**src/rtl/oneshot_pkg.sv**
```systemverilog
// Shared types for the one-shot pulse generator.
// Assumes: nothing beyond a single clock domain.
package oneshot_pkg;

    // One flag per input transition the qualifier can act on.
    typedef struct packed {
        logic fall_a;
        logic rise_b;
        logic rise_clr;
    } edges_t;

endpackage

```
**src/rtl/os_input_edges.sv**
```systemverilog
// Samples the three trigger inputs once per clock and reports transitions
// between the two most recent samples.
// Assumes: inputs are already synchronous to clk (no metastability stage here).
module os_input_edges
    import oneshot_pkg::*;
(
    input  logic   clk,
    input  logic   rst_n,
    input  logic   a_in,
    input  logic   b_in,
    input  logic   clr_n_in,
    output logic   a_smp,
    output logic   b_smp,
    output logic   clr_smp,
    output edges_t edg
);

    logic a_prv, b_prv, clr_prv;
    logic smp_valid, prv_valid;

    // Two-deep sample history with a validity flag per stage.
    always_ff @(posedge clk) begin
        if (!rst_n) begin
            a_smp     <= 1'b0;
            b_smp     <= 1'b0;
            clr_smp   <= 1'b0;
            a_prv     <= 1'b0;
            b_prv     <= 1'b0;
            clr_prv   <= 1'b0;
            smp_valid <= 1'b0;
            prv_valid <= 1'b0;
        end else begin
            a_smp     <= a_in;
            b_smp     <= b_in;
            clr_smp   <= clr_n_in;
            a_prv     <= a_smp;
            b_prv     <= b_smp;
            clr_prv   <= clr_smp;
            smp_valid <= 1'b1;
            prv_valid <= smp_valid;
        end
    end

    // Edge flags; suppressed until two valid samples exist.
    always_comb begin
        edg.fall_a   = prv_valid &  a_prv   & ~a_smp;
        edg.rise_b   = prv_valid & ~b_prv   &  b_smp;
        edg.rise_clr = prv_valid & ~clr_prv &  clr_smp;
    end

endmodule

```
**src/rtl/os_trig_qual.sv**
```systemverilog
// Gates each detected edge with the sampled levels of the other inputs
// and produces a single load request plus the clear abort.
// Assumes: levels and edges come from the same sample stage.
module os_trig_qual
    import oneshot_pkg::*;
(
    input  edges_t edg,
    input  logic   a_smp,
    input  logic   b_smp,
    input  logic   clr_smp,
    output logic   trig,
    output logic   abort
);

    logic via_a, via_b, via_clr;

    // Qualification of each path; clear low blocks all of them.
    always_comb begin
        via_a   = edg.fall_a   &  b_smp;
        via_b   = edg.rise_b   & ~a_smp;
        via_clr = edg.rise_clr & ~a_smp & b_smp;
        trig    = clr_smp & (via_a | via_b | via_clr);
        abort   = ~clr_smp;
    end

endmodule

```
**src/rtl/os_pulse_timer.sv**
```systemverilog
// Down-counter that holds the pulse active for a loaded number of cycles
// and emits a strobe when it expires without being aborted.
// Assumes: load and abort are never high together (qualifier guarantees it).
module os_pulse_timer #(
    parameter int CNT_W = 8
) (
    input  logic             clk,
    input  logic             rst_n,
    input  logic [CNT_W-1:0] width,
    input  logic             load,
    input  logic             abort,
    input  logic             clr_now,
    output logic             active,
    output logic             done
);

    localparam logic [CNT_W-1:0] ONE = CNT_W'(1);

    logic [CNT_W-1:0] cnt;
    logic [CNT_W-1:0] width_eff;

    // Zero width is promoted to a single cycle.
    always_comb width_eff = (width == '0) ? ONE : width;

    // Count update: reload on trigger, empty on clear, else count down.
    always_ff @(posedge clk) begin
        if (!rst_n) begin
            cnt  <= '0;
            done <= 1'b0;
        end else begin
            done <= (cnt == ONE) & ~load & ~abort & clr_now;
            if (load)
                cnt <= width_eff;
            else if (abort)
                cnt <= '0;
            else if (cnt != '0)
                cnt <= cnt - ONE;
        end
    end

    // Pulse is running while the counter is non-zero.
    always_comb active = (cnt != '0);

    // a clear with no reload empties the counter on the next edge.
    p_abort_clears_r4: assert property (@(posedge clk) disable iff (!rst_n)
        (abort && !load) |=> (cnt == '0));

    // every reload leaves the pulse running.
    p_load_starts_r6: assert property (@(posedge clk) disable iff (!rst_n)
        load |=> active);

    // the strobe never lasts two cycles.
    p_done_single_r9: assert property (@(posedge clk) disable iff (!rst_n)
        done |=> !done);

    // the strobe follows the last counted cycle.
    p_done_from_last_r9: assert property (@(posedge clk) disable iff (!rst_n)
        done |-> ($past(cnt) == ONE));

endmodule

```
**src/rtl/oneshot_pulse_gen.sv**
```systemverilog
// Retriggerable one-shot: three gated trigger edges, clear abort, and a
// programmable pulse width in clock cycles. One channel of a dual part.
// Assumes: inputs synchronous to clk; clr_n_in masks q combinationally.
module oneshot_pulse_gen #(
    parameter int CNT_W = 8
) (
    input  logic             clk,
    input  logic             rst_n,
    input  logic             a_in,
    input  logic             b_in,
    input  logic             clr_n_in,
    input  logic [CNT_W-1:0] width,
    output logic             q,
    output logic             qn,
    output logic             done
);

    import oneshot_pkg::*;

    logic   a_smp, b_smp, clr_smp;
    edges_t edg;
    logic   trig, abort, active;

    os_input_edges u_edges (
        .clk      (clk),
        .rst_n    (rst_n),
        .a_in     (a_in),
        .b_in     (b_in),
        .clr_n_in (clr_n_in),
        .a_smp    (a_smp),
        .b_smp    (b_smp),
        .clr_smp  (clr_smp),
        .edg      (edg)
    );

    os_trig_qual u_qual (
        .edg     (edg),
        .a_smp   (a_smp),
        .b_smp   (b_smp),
        .clr_smp (clr_smp),
        .trig    (trig),
        .abort   (abort)
    );

    os_pulse_timer #(.CNT_W(CNT_W)) u_timer (
        .clk     (clk),
        .rst_n   (rst_n),
        .width   (width),
        .load    (trig),
        .abort   (abort),
        .clr_now (clr_n_in),
        .active  (active),
        .done    (done)
    );

    // Output stage: the live clear level masks the pulse without waiting.
    always_comb begin
        q  = active & clr_n_in;
        qn = ~q;
    end

    // no trigger is accepted while the sampled clear is low.
    p_clear_blocks_r4: assert property (@(posedge clk) disable iff (!rst_n)
        !clr_smp |-> !trig);

    // no strobe while the clear input is low.
    p_done_not_aborted_r9: assert property (@(posedge clk) disable iff (!rst_n)
        !clr_n_in |=> !done);

endmodule

```
**config.mk**
```make
export PLATFORM = sky130hd
export DESIGN_NAME = oneshot_pulse_gen
export DESIGN_NICKNAME = d
export VERILOG_FILES = /design/src/rtl/oneshot_pkg.sv /design/src/rtl/os_input_edges.sv /design/src/rtl/os_trig_qual.sv /design/src/rtl/os_pulse_timer.sv /design/src/rtl/oneshot_pulse_gen.sv
export SDC_FILE = /design/constraint.sdc
export NUM_CORES = 1
export LEC_CHECK = 0
export BUFFER_PORTS_ARGS = -buffer_cell sky130_fd_sc_hd__clkbuf_2
export CAP_MARGIN = 20
export CORE_MARGIN = 4
export CORE_UTILIZATION = 55
export DETAILED_ROUTE_END_ITERATION = 16
export GPL_ROUTABILITY_DRIVEN = 1
export PLACE_DENSITY = 0.82
export SLEW_MARGIN = 20
export SYNTH_ARGS = -nofsm -noshare
export SYNTH_HDL_FRONTEND = slang
export SYNTH_HIERARCHICAL = 1
export SYNTH_SLANG_ARGS = --single-unit
```
**constraint.sdc**
```tcl
create_clock -name clk -period 2.8 [get_ports clk]
set_input_delay 0.84 -clock clk [delete_from_list [all_inputs] [get_ports clk]]
set_output_delay 0.84 -clock clk [all_outputs]
set_load 0.05 [all_outputs]
```
After elaboration in Yosys (flattened, before gate mapping)
Index checks and enable logic that the tools add are counted.
{"block": "word_totals", "wordCells": 42, "inputBits": 13, "register_bits": 17, "output_inout_bits": 3}
{"block": "classes", "bitwise": 22, "n_mux": 5, "n_addsub": 1, "eq_ne": 2, "reduce_logical": 2}
{"operator": "8-bit 2-to-1 mux", "n": 4}
{"operator": "1-bit bitwise AND", "n": 15}
{"operator": "8-bit by 1-bit == test with 1-bit output, second input constant", "n": 1}
{"operator": "8-bit logical NOT", "n": 1}
{"operator": "8-bit nonzero test", "n": 1}
{"operator": "8-bit by 1-bit subtractor with 8-bit output, second input constant", "n": 1}
{"operator": "1-bit inverter", "n": 5}
{"operator": "3-bit by 2-bit inequality test with 1-bit output, second input constant", "n": 1}
{"operator": "1-bit OR", "n": 2}
{"operator": "1-bit 2-to-1 mux", "n": 1}

Depth between registers and ports, before layout
Gate-level depths: netlist of the first run.
{"block": "logic_depth", "ltp_word": 11, "mapped_depth": 7, "depth_no_buf": 7}

By module
Netlist of the first run, hierarchy kept.
{"mod": "os_pulse_timer", "instances": 1, "area_each_um2": 546.8, "seq_area_each_um2": 180.2, "cells_per_inst": 64}
{"mod": "os_input_edges", "instances": 1, "area_each_um2": 230.2, "seq_area_each_um2": 160.2, "cells_per_inst": 18}
{"mod": "os_trig_qual", "instances": 1, "area_each_um2": 27.5, "seq_area_each_um2": 0.0, "cells_per_inst": 5}
{"mod": "oneshot_pulse_gen", "instances": 1, "area_each_um2": 10.0, "seq_area_each_um2": 0.0, "cells_per_inst": 2}

Worst setup path after synthesis of the first run
Ideal clock, no wire load.
{"block": "synth_path", "path_kind": "flip-flop to output port", "start": "reg u_timer.cnt[0]", "end": "out q", "n_path_buf": 0, "path_stages_with_launch": 5, "arrival_ns": 1.286, "t_required_ns": 1.960, "setup_slack_ns": 0.674, "path_cell_list": "dfxtp_1 -> inv_1 -> ha_1 -> nand3_1 -> and2_1"}
{"block": "synth_via", "elab_chain_cells": 2}
{"element": "from (decl)", "line": "os_pulse_timer.sv:19", "source": "logic [CNT_W-1:0] cnt;"}
{"element": "from (signal assigned)", "line": "os_pulse_timer.sv:33", "source": "cnt <= width_eff;"}
{"element": "from (signal assigned)", "line": "os_pulse_timer.sv:37", "source": "cnt <= cnt - ONE;"}
{"element": "8-bit nonzero test", "line": "os_pulse_timer.sv:42", "source": "always_comb active = (cnt != '0);"}
{"element": "net active", "line": "oneshot_pulse_gen.sv:22", "source": "logic trig, abort, active;"}
{"element": "1-bit bitwise AND", "line": "oneshot_pulse_gen.sv:58", "source": "q = active & clr_n_in;"}
{"element": "to (decl)", "line": "oneshot_pulse_gen.sv:13", "source": "output logic q,"}
The timed path passes the listed nets, and every way through them passes these cells.

Worst setup path in the final report of the first run
{"block": "layout_path", "start": "reg u_timer.cnt[4]", "end": "out q"}
The elaborated chain is that of the path after synthesis.

==> results.yml, run 1 <==
finish:
  area_growth_pct: 15.2
  top_register: "u_timer/cnt"
  antennaDiodeCount: 0
  nets: 125
  drive_above_1_share_pct: 23.1
  largest_register_ffs: 8
  fillers: 113
timing:
  tns_ns: 0
  slew_violations: 0
  max-slew-margin-rel_pct: 55.7
  finalHoldViolations: 0
  finClkSkew_ns: 0.00423
  fmax_ghz: 0.397
  post-route-min-period_ns: 2.52
  setup_viol: 0
  post-route-period-util_pct: 89.9
  rsz0062_at_grt: "false"
  fin_hold_ws_ns: 0.443
  tightest_slew_ns: 0.662
floorplanning:
  coreArea_mm2: 0.00135
  die_h_um: 46.5
  io_pins: 16
  fp-row-count: 13
  initial_core_util_pct: 60.3
  die_w_um: 46.5
  die_area_mm2: 0.00216
worst_setup_path:
  critPathKind: "flop to primary output"
  rr_startpoint: "u_edges/a_smp$_SDFF_PN0_"
  cp_slowest_stage_delay_ns: 0.38
  crit_required_ns: 1.96
  worst-path-max-fanout: 5
  start_kind: "flop"
  reg2reg_depth: 7
  crit_chain: "nor4_2 > nand3_1 > and2_1 > clkbuf_2"
  crit_arrival_ns: 1.68
  reg2reg_to: "u_timer/cnt[5]$_SDFFE_PN0P_"
  regToRegSetupSlack_ns: 0.70
  end_kind: "primary output"
  cp_slowest_cell: "nor4_2"
logic_synthesis:
  syn_area_um2: 815
  ys_types: 31
  syn_inst: 89
  synth-warning-count: 6
  synth_nets: 105
  seq_area_frac_synth_pct: 41.8
  synth_seq_cells: 17
  postSynthAreaPerCell_um2: 9.15
placed_design:
  dpl.hpwl_um: 1260
  port_buffers: 15
  gp_congestion: 0.807
routing:
  drt-total-wl_um: 1640
  drt_iter0_drc: 25
  vias_per_cell: 5.87
  vias: 722
  drc_errors: 0
  firstDrtPassIters: 4
  ant_nets: 0
  route.detailed.wl_per_inst_um: 13.4
clock_network:
  post_cts_resized: 0
  cts_sinks: 17
  cts_setup_buffers: 0
  insertion_delay_ns: 0.28
  hold_buffers: 0
  path_clk_slew_ns: 0.09
  clockRootBuffer: "clkbuf_4"
  cts_tree: "done"
  clk_path_buf_depth: 2
  ctsHtreeMaxLevel: 1
  cts_made_buffers: 3
min_path:
  whs_path_depth: 1
  hold_path.class: "flop to flop"
  hold_end: "u_edges/prv_valid$_SDFF_PN0_"
  min_from: "u_edges/smp_valid$_DFF_P_"
power_and_ir_drop:
  powerDensity_mw_per_mm2: 544
  leakagePower_nw: 0.400
  ir_worst_vdd_v: 0.000332
global_route:
  overflow: 0
  grt_max_degree: 15
  grt_pass1_wl_um: 2830
  antenna_found_initial: 0
  grt_pass1_vias: 687
  grt_util_all_layers_pct: 18.5
job:
  maxCapViolations: 0
status:
  status: "finished, final reports clean"
critical path: cells and delay by family (launching register included):
family | cells | cell delay (ns)
flip-flops | 1 | 0.36
buffers and inverters | 1 | 0.23
AND/OR/NAND/NOR | 3 | 0.81
cell usage in the layout (no fill, tap or decap), types with 2 or more instances in the layout:
| master | netlist | final |
|---|---|---|
| a21oi_1 | 2 | 2 |
| a31oi_1 | 3 | 3 |
| and2_1 | 8 | 8 |
| and3b_1 | 3 | 3 |
| clkbuf_2 | 0 | 15 |
| clkbuf_4 | 0 | 3 |
| dfxtp_1 | 17 | 17 |
| ha_1 | 3 | 3 |
| inv_1 | 3 | 3 |
| nand2_1 | 9 | 9 |
| nand2b_1 | 3 | 3 |
| nand3_1 | 7 | 7 |
| nand3b_1 | 2 | 2 |
| nand4_1 | 2 | 2 |
| nor2_1 | 5 | 5 |
| nor3_1 | 2 | 2 |
| o21ai_0 | 2 | 2 |
| or3_1 | 3 | 3 |
layout make-up:
class | instances | area [um^2] | area share, %
repair buffers | 16 | 82.6 | 8.80
clock buffers | 4 | 26.3 | 2.80
multi-input cells | 68 | 459 | 48.9
well taps | 15 | 18.8 | 2.00
flip-flops and latches | 17 | 340 | 36.3
inverters | 3 | 11.3 | 1.20
per-layer routing:
layer  global-route usage (%)  wire [um]  up-vias
met5                        0          0        -
met4                     13.6         59        0
met3                     4.30         79        8
met2                     28.8        793       20
met1                     21.6        711      330
li1                         -          -      364
worst max-delay path by stage:
stage,startpoint,cells past startpoint,end
finish,u_timer/cnt[4]$_SDFFE_PN0P_,4,q
global route,u_timer/cnt[2]$_SDFFE_PN0P_,4,q
CTS,u_timer/cnt[4]$_SDFFE_PN0P_,4,q
detailed placement,clr_n_in,3,q
global placement,clr_n_in,3,q
floorplan,u_timer/cnt[0]$_SDFFE_PN0P_,4,q
cells in the mapped netlist (all sizes together):
| cell type | n | area (um^2) |
|---|---|---|
| nor2 | 5 | 18.8 |
| nor4 | 3 | 40.0 |
| nand3 | 7 | 35.0 |
| nand2 | 9 | 33.8 |
| nand2b | 3 | 18.8 |
| a22oi | 1 | 7.51 |
| nand4 | 2 | 12.5 |
| a31oi | 4 | 31.3 |
| and3b | 3 | 26.3 |
| xor2 | 1 | 8.76 |
| dfxtp | 17 | 340 |
| or2 | 1 | 6.26 |
| o31a | 1 | 10.0 |
| or3 | 3 | 18.8 |
| o211a | 1 | 10.0 |
| nand3b | 2 | 15.0 |
| nor3 | 2 | 10.0 |
| and4 | 1 | 8.76 |
| clkbuf | 1 | 3.75 |
| a32oi | 1 | 8.76 |
| a21o | 1 | 7.51 |
| o41ai | 1 | 16.3 |
| ha | 3 | 37.5 |
| o21ai | 2 | 10.0 |
| and2 | 8 | 50.1 |
| inv | 3 | 11.3 |
| o211ai | 1 | 7.51 |
| a21oi | 2 | 10.0 |
where the power goes:
part / leakage, nW / internal [mW] / switching [mW]
combinational: 0.245 / 0.0451 / 0.0699
clock: 0.0150 / 0.0554 / 0.0710
sequential: 0.140 / 0.255 / 0.0137
total: 0.400 / 0.356 / 0.155
kinds of logic (layout without fill, tap and decap cells):
family | count (synthesis) | after routing | synth area share (%)
simple gates | 49 | 49 | 36.1
flops | 17 | 17 | 41.8
compound gates | 15 | 15 | 14.6
buf+inv | 4 | 23 | 1.84
fa+ha+maj | 3 | 3 | 4.61
xor+xnor | 1 | 1 | 1.08
stage by stage:
step	instances	utilization (%)	total power, mW	setup slack, ns	cell area [um^2]
finish	123	69.5	0.510	0.282	938
global route	123	69.5	0.543	0.152	938
detailed placement	119	67.6	0.389	0.630	912
CTS	123	69.5	0.513	0.304	938
global placement	119	67.6	0.386	0.639	912
floorplan	89	-	0.357	0.674	815
Note: power is estimated with default switching activity, not from simulation.
==> run 2: changes to the inputs <==
CELL_PAD_IN_SITES_DETAIL_PLACEMENT = 0   (was default)
CELL_PAD_IN_SITES_GLOBAL_PLACEMENT = 1   (was default)
CORE_ASPECT_RATIO = 1.25   (was default)
CORE_UTILIZATION = 42   (was 55)
CTS_CLUSTER_SIZE = 14   (was default)
==> results.yml, run 2 (synthesis gave the netlist of run 1 again) <==
worst_setup_path:
  critPathKind: "flop to primary output"
  reg2reg_depth: 8
  worst-path-max-fanout: 5
  crit_chain: "nor4_2 > nand3_1 > and2_1 > clkbuf_2"
  regToRegSetupSlack_ns: 0.83
  crit_required_ns: 1.96
  start_kind: "flop"
  cp_slowest_cell: "nor4_2"
  end_kind: "primary output"
  crit_arrival_ns: 1.69
  cp_slowest_stage_delay_ns: 0.40
power_and_ir_drop:
  ir_worst_vdd_v: 0.000265
  p_seq_share_pct: 52.7
  p_sw_share_pct: 30.7
  clock_power_share_pct: 24.9
  leakagePower_nw: 0.403
  p_comb_share_pct: 22.5
  powerDensity_mw_per_mm2: 540
  intPower_uw: 353
  p_sw_uw: 157
clock_network:
  clockRootBuffer: "clkbuf_4"
  insertion_delay_ns: 0.28
  cts_tree: "done"
  post_cts_resized: 0
  ctsHtreeMaxLevel: 1
  cts_setup_buffers: 0
  hold_buffers: 0
  clk_path_buf_depth: 2
  cts_made_buffers: 3
  cts_sinks: 17
  path_clk_slew_ns: 0.10
timing:
  tightest_slew_ns: 0.486
  finalWorstSetupSlack_ns: 0.267
  rsz0062_at_grt: "false"
  setup_viol: 0
  post-route-period-util_pct: 90.5
  post-route-min-period_ns: 2.53
  slew_violations: 0
  max-slew-margin-rel_pct: 67.5
  finalHoldViolations: 0
  finClkSkew_ns: 0.00487
  fmax_ghz: 0.395
  tns_ns: 0
  fin_hold_ws_ns: 0.451
floorplanning:
  io_pins: 16
  die_w_um: 47.4
  die_h_um: 57.2
  initial_core_util_pct: 45.1
  fp-row-count: 17
  coreArea_mm2: 0.00181
  die_area_mm2: 0.00271
routing:
  drt-total-wl_um: 1660
  drc_errors: 0
  vias: 686
  route.detailed.wl_per_inst_um: 13.1
  vias_per_cell: 5.40
  drt_iter0_drc: 3
  firstDrtPassIters: 6
  ant_nets: 0
finish:
  mostFrequentLayoutCells: "17 x dfxtp_1, 15 x clkbuf_2, 9 x nand2_1"
  antennaDiodeCount: 0
  largest_register_ffs: 8
  final_core_util_pct: 52.2
  nets: 125
  final_common_cell: "dfxtp_1"
  area_growth_pct: 16.0
  drive_above_1_share_pct: 24.1
  top_register: "u_timer/cnt"
placed_design:
  pre_cts_ws_ns: 0.610
  port_buffers: 15
  dpl.hpwl_um: 1270
  gp_congestion: 0.866
global_route:
  grt_pass1_vias: 712
  grt_pass1_wl_um: 2900
  grt_max_degree: 15
  overflow: 0
  grt_util_all_layers_pct: 14.8
  antenna_found_initial: 0
job:
  maxCapViolations: 0
status:
  status: "finished, final reports clean"
min_path:
  whs_path_depth: 1
  hold_path.class: "flop to flop"
[run 2: power groups by stage]
| stage | clock, mW | sequential (mW) | combinational, mW |
|---|---|---|---|
| CTS | 0.134 | 0.269 | 0.116 |
| finish | 0.127 | 0.269 | 0.114 |
| detailed placement | 0 | 0.274 | 0.115 |
| global route | 0.144 | 0.271 | 0.130 |
| global placement | 0 | 0.274 | 0.115 |
| floorplan | 0 | 0.271 | 0.0851 |
[run 2: stage by stage]
step / total power [mW] / area (um^2) / instances
floorplan: 0.357 / 815 / 89
global placement: 0.388 / 917 / 123
detailed placement: 0.389 / 917 / 123
CTS: 0.519 / 945 / 127
global route: 0.545 / 945 / 127
finish: 0.510 / 945 / 127
[run 2: layout make-up]
cell class	instances	area, um^2
Tap cell	19	23.8
Clock buffer	3	22.5
Inverter	3	11.3
Sequential cell	17	340
Timing Repair Buffer	16	82.6
Multi-Input combinational cell	68	459
Fill cell	175	863
Clock inverter	1	5.00
[run 2: per-layer routing]
layer	track usage [%]	part of all wire, %
met2	23.6	49
met4	8.70	2.8
met3	3.15	4.0
met5	0	0
met1	17.3	44
[run 2: final timing paths]
path | start | endpoint
hold reg to reg | u_edges/smp_valid$_DFF_P_ | u_edges/prv_valid$_SDFF_PN0_
setup / recovery | u_timer/cnt[4]$_SDFFE_PN0P_ | q
setup reg to reg | u_edges/a_smp$_SDFF_PN0_ | u_timer/cnt[6]$_SDFFE_PN0P_
hold / removal | u_edges/smp_valid$_DFF_P_ | u_edges/prv_valid$_SDFF_PN0_
[run 2: critical path: cells and delay by family (launching register included)]
family,cells,cell delay [ns]
buffers and inverters,1,0.23
AND/OR/NAND/NOR,3,0.81
flip-flops,1,0.37
==> run 3: changes to the inputs <==
SYNTH_HIERARCHICAL = default   (was 1)
==> results.yml, run 3 <==
status:
  status: "finished, final reports clean"
timing:
  rsz0062_at_grt: "false"
  tns_ns: 0
  post-route-min-period_ns: 2.57
  fmax_ghz: 0.390
  finalWorstSetupSlack_ns: 0.234
  post-route-period-util_pct: 91.6
  slew_violations: 0
  setup_viol: 0
  tightest_slew_ns: 0.408
  finalHoldViolations: 0
  finClkSkew_ns: 0.00888
  max-slew-margin-rel_pct: 72.6
routing:
  route.detailed.wl_per_inst_um: 13.0
  firstDrtPassIters: 4
  vias: 649
  drt_iter0_drc: 17
  vias_per_cell: 5.41
  ant_nets: 0
  drt-total-wl_um: 1560
  drc_errors: 0
logic_synthesis:
  synth_edf_count: 0
  netlist_top_cells_count: "17 x dfxtp_1, 9 x nand2_1, 7 x and2_1"
  syn_inst: 84
  synth_xor_area_share_pct: 5.59
  synthSimpleGateAreaFrac_pct: 27.0
  seq_area_frac_synth_pct: 43.5
  synth_top_area_share_pct: 43.5
  synth_nets: 100
  ys_types: 27
  synth_mux_area_share_pct: 1.28
  yosysMostFrequentCell: "dfxtp_1"
  yosysTopAreaCell: "dfxtp_1"
  synth_compound_area_share_pct: 14.1
  postSynthAreaPerCell_um2: 9.32
  synth_area_leaders: "dfxtp_1 43%, and2_1 5.6%, ha_1 4.8%, o32ai_1 4.5%, xnor2_1 4.5%"
  synth_seq_cells: 17
  syn_area_um2: 783
  synth_top_family_by_area: "simple AND/OR/NAND/NOR gates"
  synth_fa_ha_area_share_pct: 4.79
  synth-warning-count: 0
  synthFlopType: "dfxtp_1"
  synthArstFlopShare_pct: 0
clock_network:
  path_clk_slew_ns: 0.11
  ctsHtreeMaxLevel: 1
  insertion_delay_ns: 0.29
  clk_path_buf_depth: 2
  cts_setup_buffers: 0
  post_cts_resized: 0
  hold_buffers: 0
  cts_sinks: 17
  clockRootBuffer: "clkbuf_4"
  cts_tree: "done"
  cts_made_buffers: 3
finish:
  final_cell_area_um2: 905
  final_common_cell: "dfxtp_1"
  largest_register_ffs: 8
  top_register: "u_timer.cnt"
  antennaDiodeCount: 0
  mostFrequentLayoutCells: "17 x dfxtp_1, 15 x clkbuf_2, 9 x nand2_1"
  area_growth_pct: 15.5
  nets: 118
  drive_above_1_share_pct: 21.8
power_and_ir_drop:
  leakagePower_nw: 0.383
  powerDensity_mw_per_mm2: 543
  ir_worst_vdd_v: 0.000331
floorplanning:
  die_w_um: 46.6
  initial_core_util_pct: 44.4
  die_area_mm2: 0.00262
  io_pins: 16
  coreArea_mm2: 0.00177
  die_h_um: 56.3
  fp-row-count: 17
worst_setup_path:
  crit_required_ns: 1.96
  regToRegSetupSlack_ns: 1.26
  crit_arrival_ns: 1.73
  crit_chain: "nor4_4 > nand4b_4 > nand2_1 > clkbuf_2"
  rr_startpoint: "u_timer.cnt[3]$_SDFFE_PN0P_"
  start_kind: "flop"
  reg2reg_depth: 4
  cp-startpoint: "u_timer.cnt[3]$_SDFFE_PN0P_"
  cp_top_family: "simple AND/OR/NAND/NOR gates"
  end_kind: "primary output"
  reg2reg_to: "u_timer.cnt[1]$_SDFFE_PN0P_"
  cp_num_cells: 4
  endpoint: "qn"
  cp_slowest_cell: "nor4_4"
  critPathKind: "flop to primary output"
  worst-path-max-fanout: 6
  cp_slowest_stage_delay_ns: 0.46
  crit_buf_inv: 1
global_route:
  antenna_found_initial: 0
  grt_max_degree: 16
  grt_pass1_vias: 613
  overflow: 0
  grt_pass1_wl_um: 2690
  grt_util_all_layers_pct: 13.7
placed_design:
  dpl.hpwl_um: 1220
  gp_congestion: 0.813
  postPlaceCellArea_um2: 875
  pre_cts_ws_ns: 0.574
  port_buffers: 15
job:
  maxCapViolations: 0
min_path:
  hold_path.class: "flop to flop"
## run 3: logic make-up after synthesis
group	after synthesis
and+or+nand+nor	34
buffers and inverters	8
DFF	17
muxes	1
AOI/OAI and AO/OA	16
xor gates and xnor gates	5
adders and majority gates	3
## run 3: how the worst min path moves through the flow
stage | cells after the start | to | from | slack, ns
after global placement | 1 | u_edges.prv_valid$_SDFF_PN0_ | u_edges.smp_valid$_DFF_P_ | 0.42
after detailed placement | 1 | u_edges.prv_valid$_SDFF_PN0_ | u_edges.smp_valid$_DFF_P_ | 0.42
after floorplan | 1 | u_edges.prv_valid$_SDFF_PN0_ | u_edges.smp_valid$_DFF_P_ | 0.41
final | 1 | u_edges.prv_valid$_SDFF_PN0_ | u_edges.smp_valid$_DFF_P_ | 0.45
after global routing | 1 | u_edges.prv_valid$_SDFF_PN0_ | u_edges.smp_valid$_DFF_P_ | 0.47
after CTS | 1 | u_edges.prv_valid$_SDFF_PN0_ | u_edges.smp_valid$_DFF_P_ | 0.45
## run 3: cell type report
type                       instances  area, um^2
fill                             176         861
clock buffer                       3        22.5
inverter                           6        22.5
clock inverter                     1        7.51
tap                               19        23.8
multi-input combinational         59         413
sequential                        17         340
timing repair buffer              15        75.1
## run 3: per-stage QoR
stage          hold WS [ns]  std cells  util [%]  power [mW]
2_1_floorplan         0.412         84         -       0.337
3_3_place_gp          0.418        116      49.5       0.361
3_5_place_dp          0.425        116      49.5       0.363
4_1_cts               0.452        120      51.2       0.498
5_1_grt               0.467        120      51.2       0.522
6_report              0.446        120      51.2       0.491
## run 3: metal layers
layer | track usage [%] | routed length [um]
met1 | 18.7 | 670
met2 | 21.1 | 782
met3 | 2.88 | 92
met4 | 4.74 | 12
met5 | 0 | 0
## run 3: power breakdown
part,total (mW),switching [mW],internal [mW]
combinational,0.0975,0.0553,0.0422
sequential,0.260,0.00801,0.252
clock,0.134,0.0801,0.0542
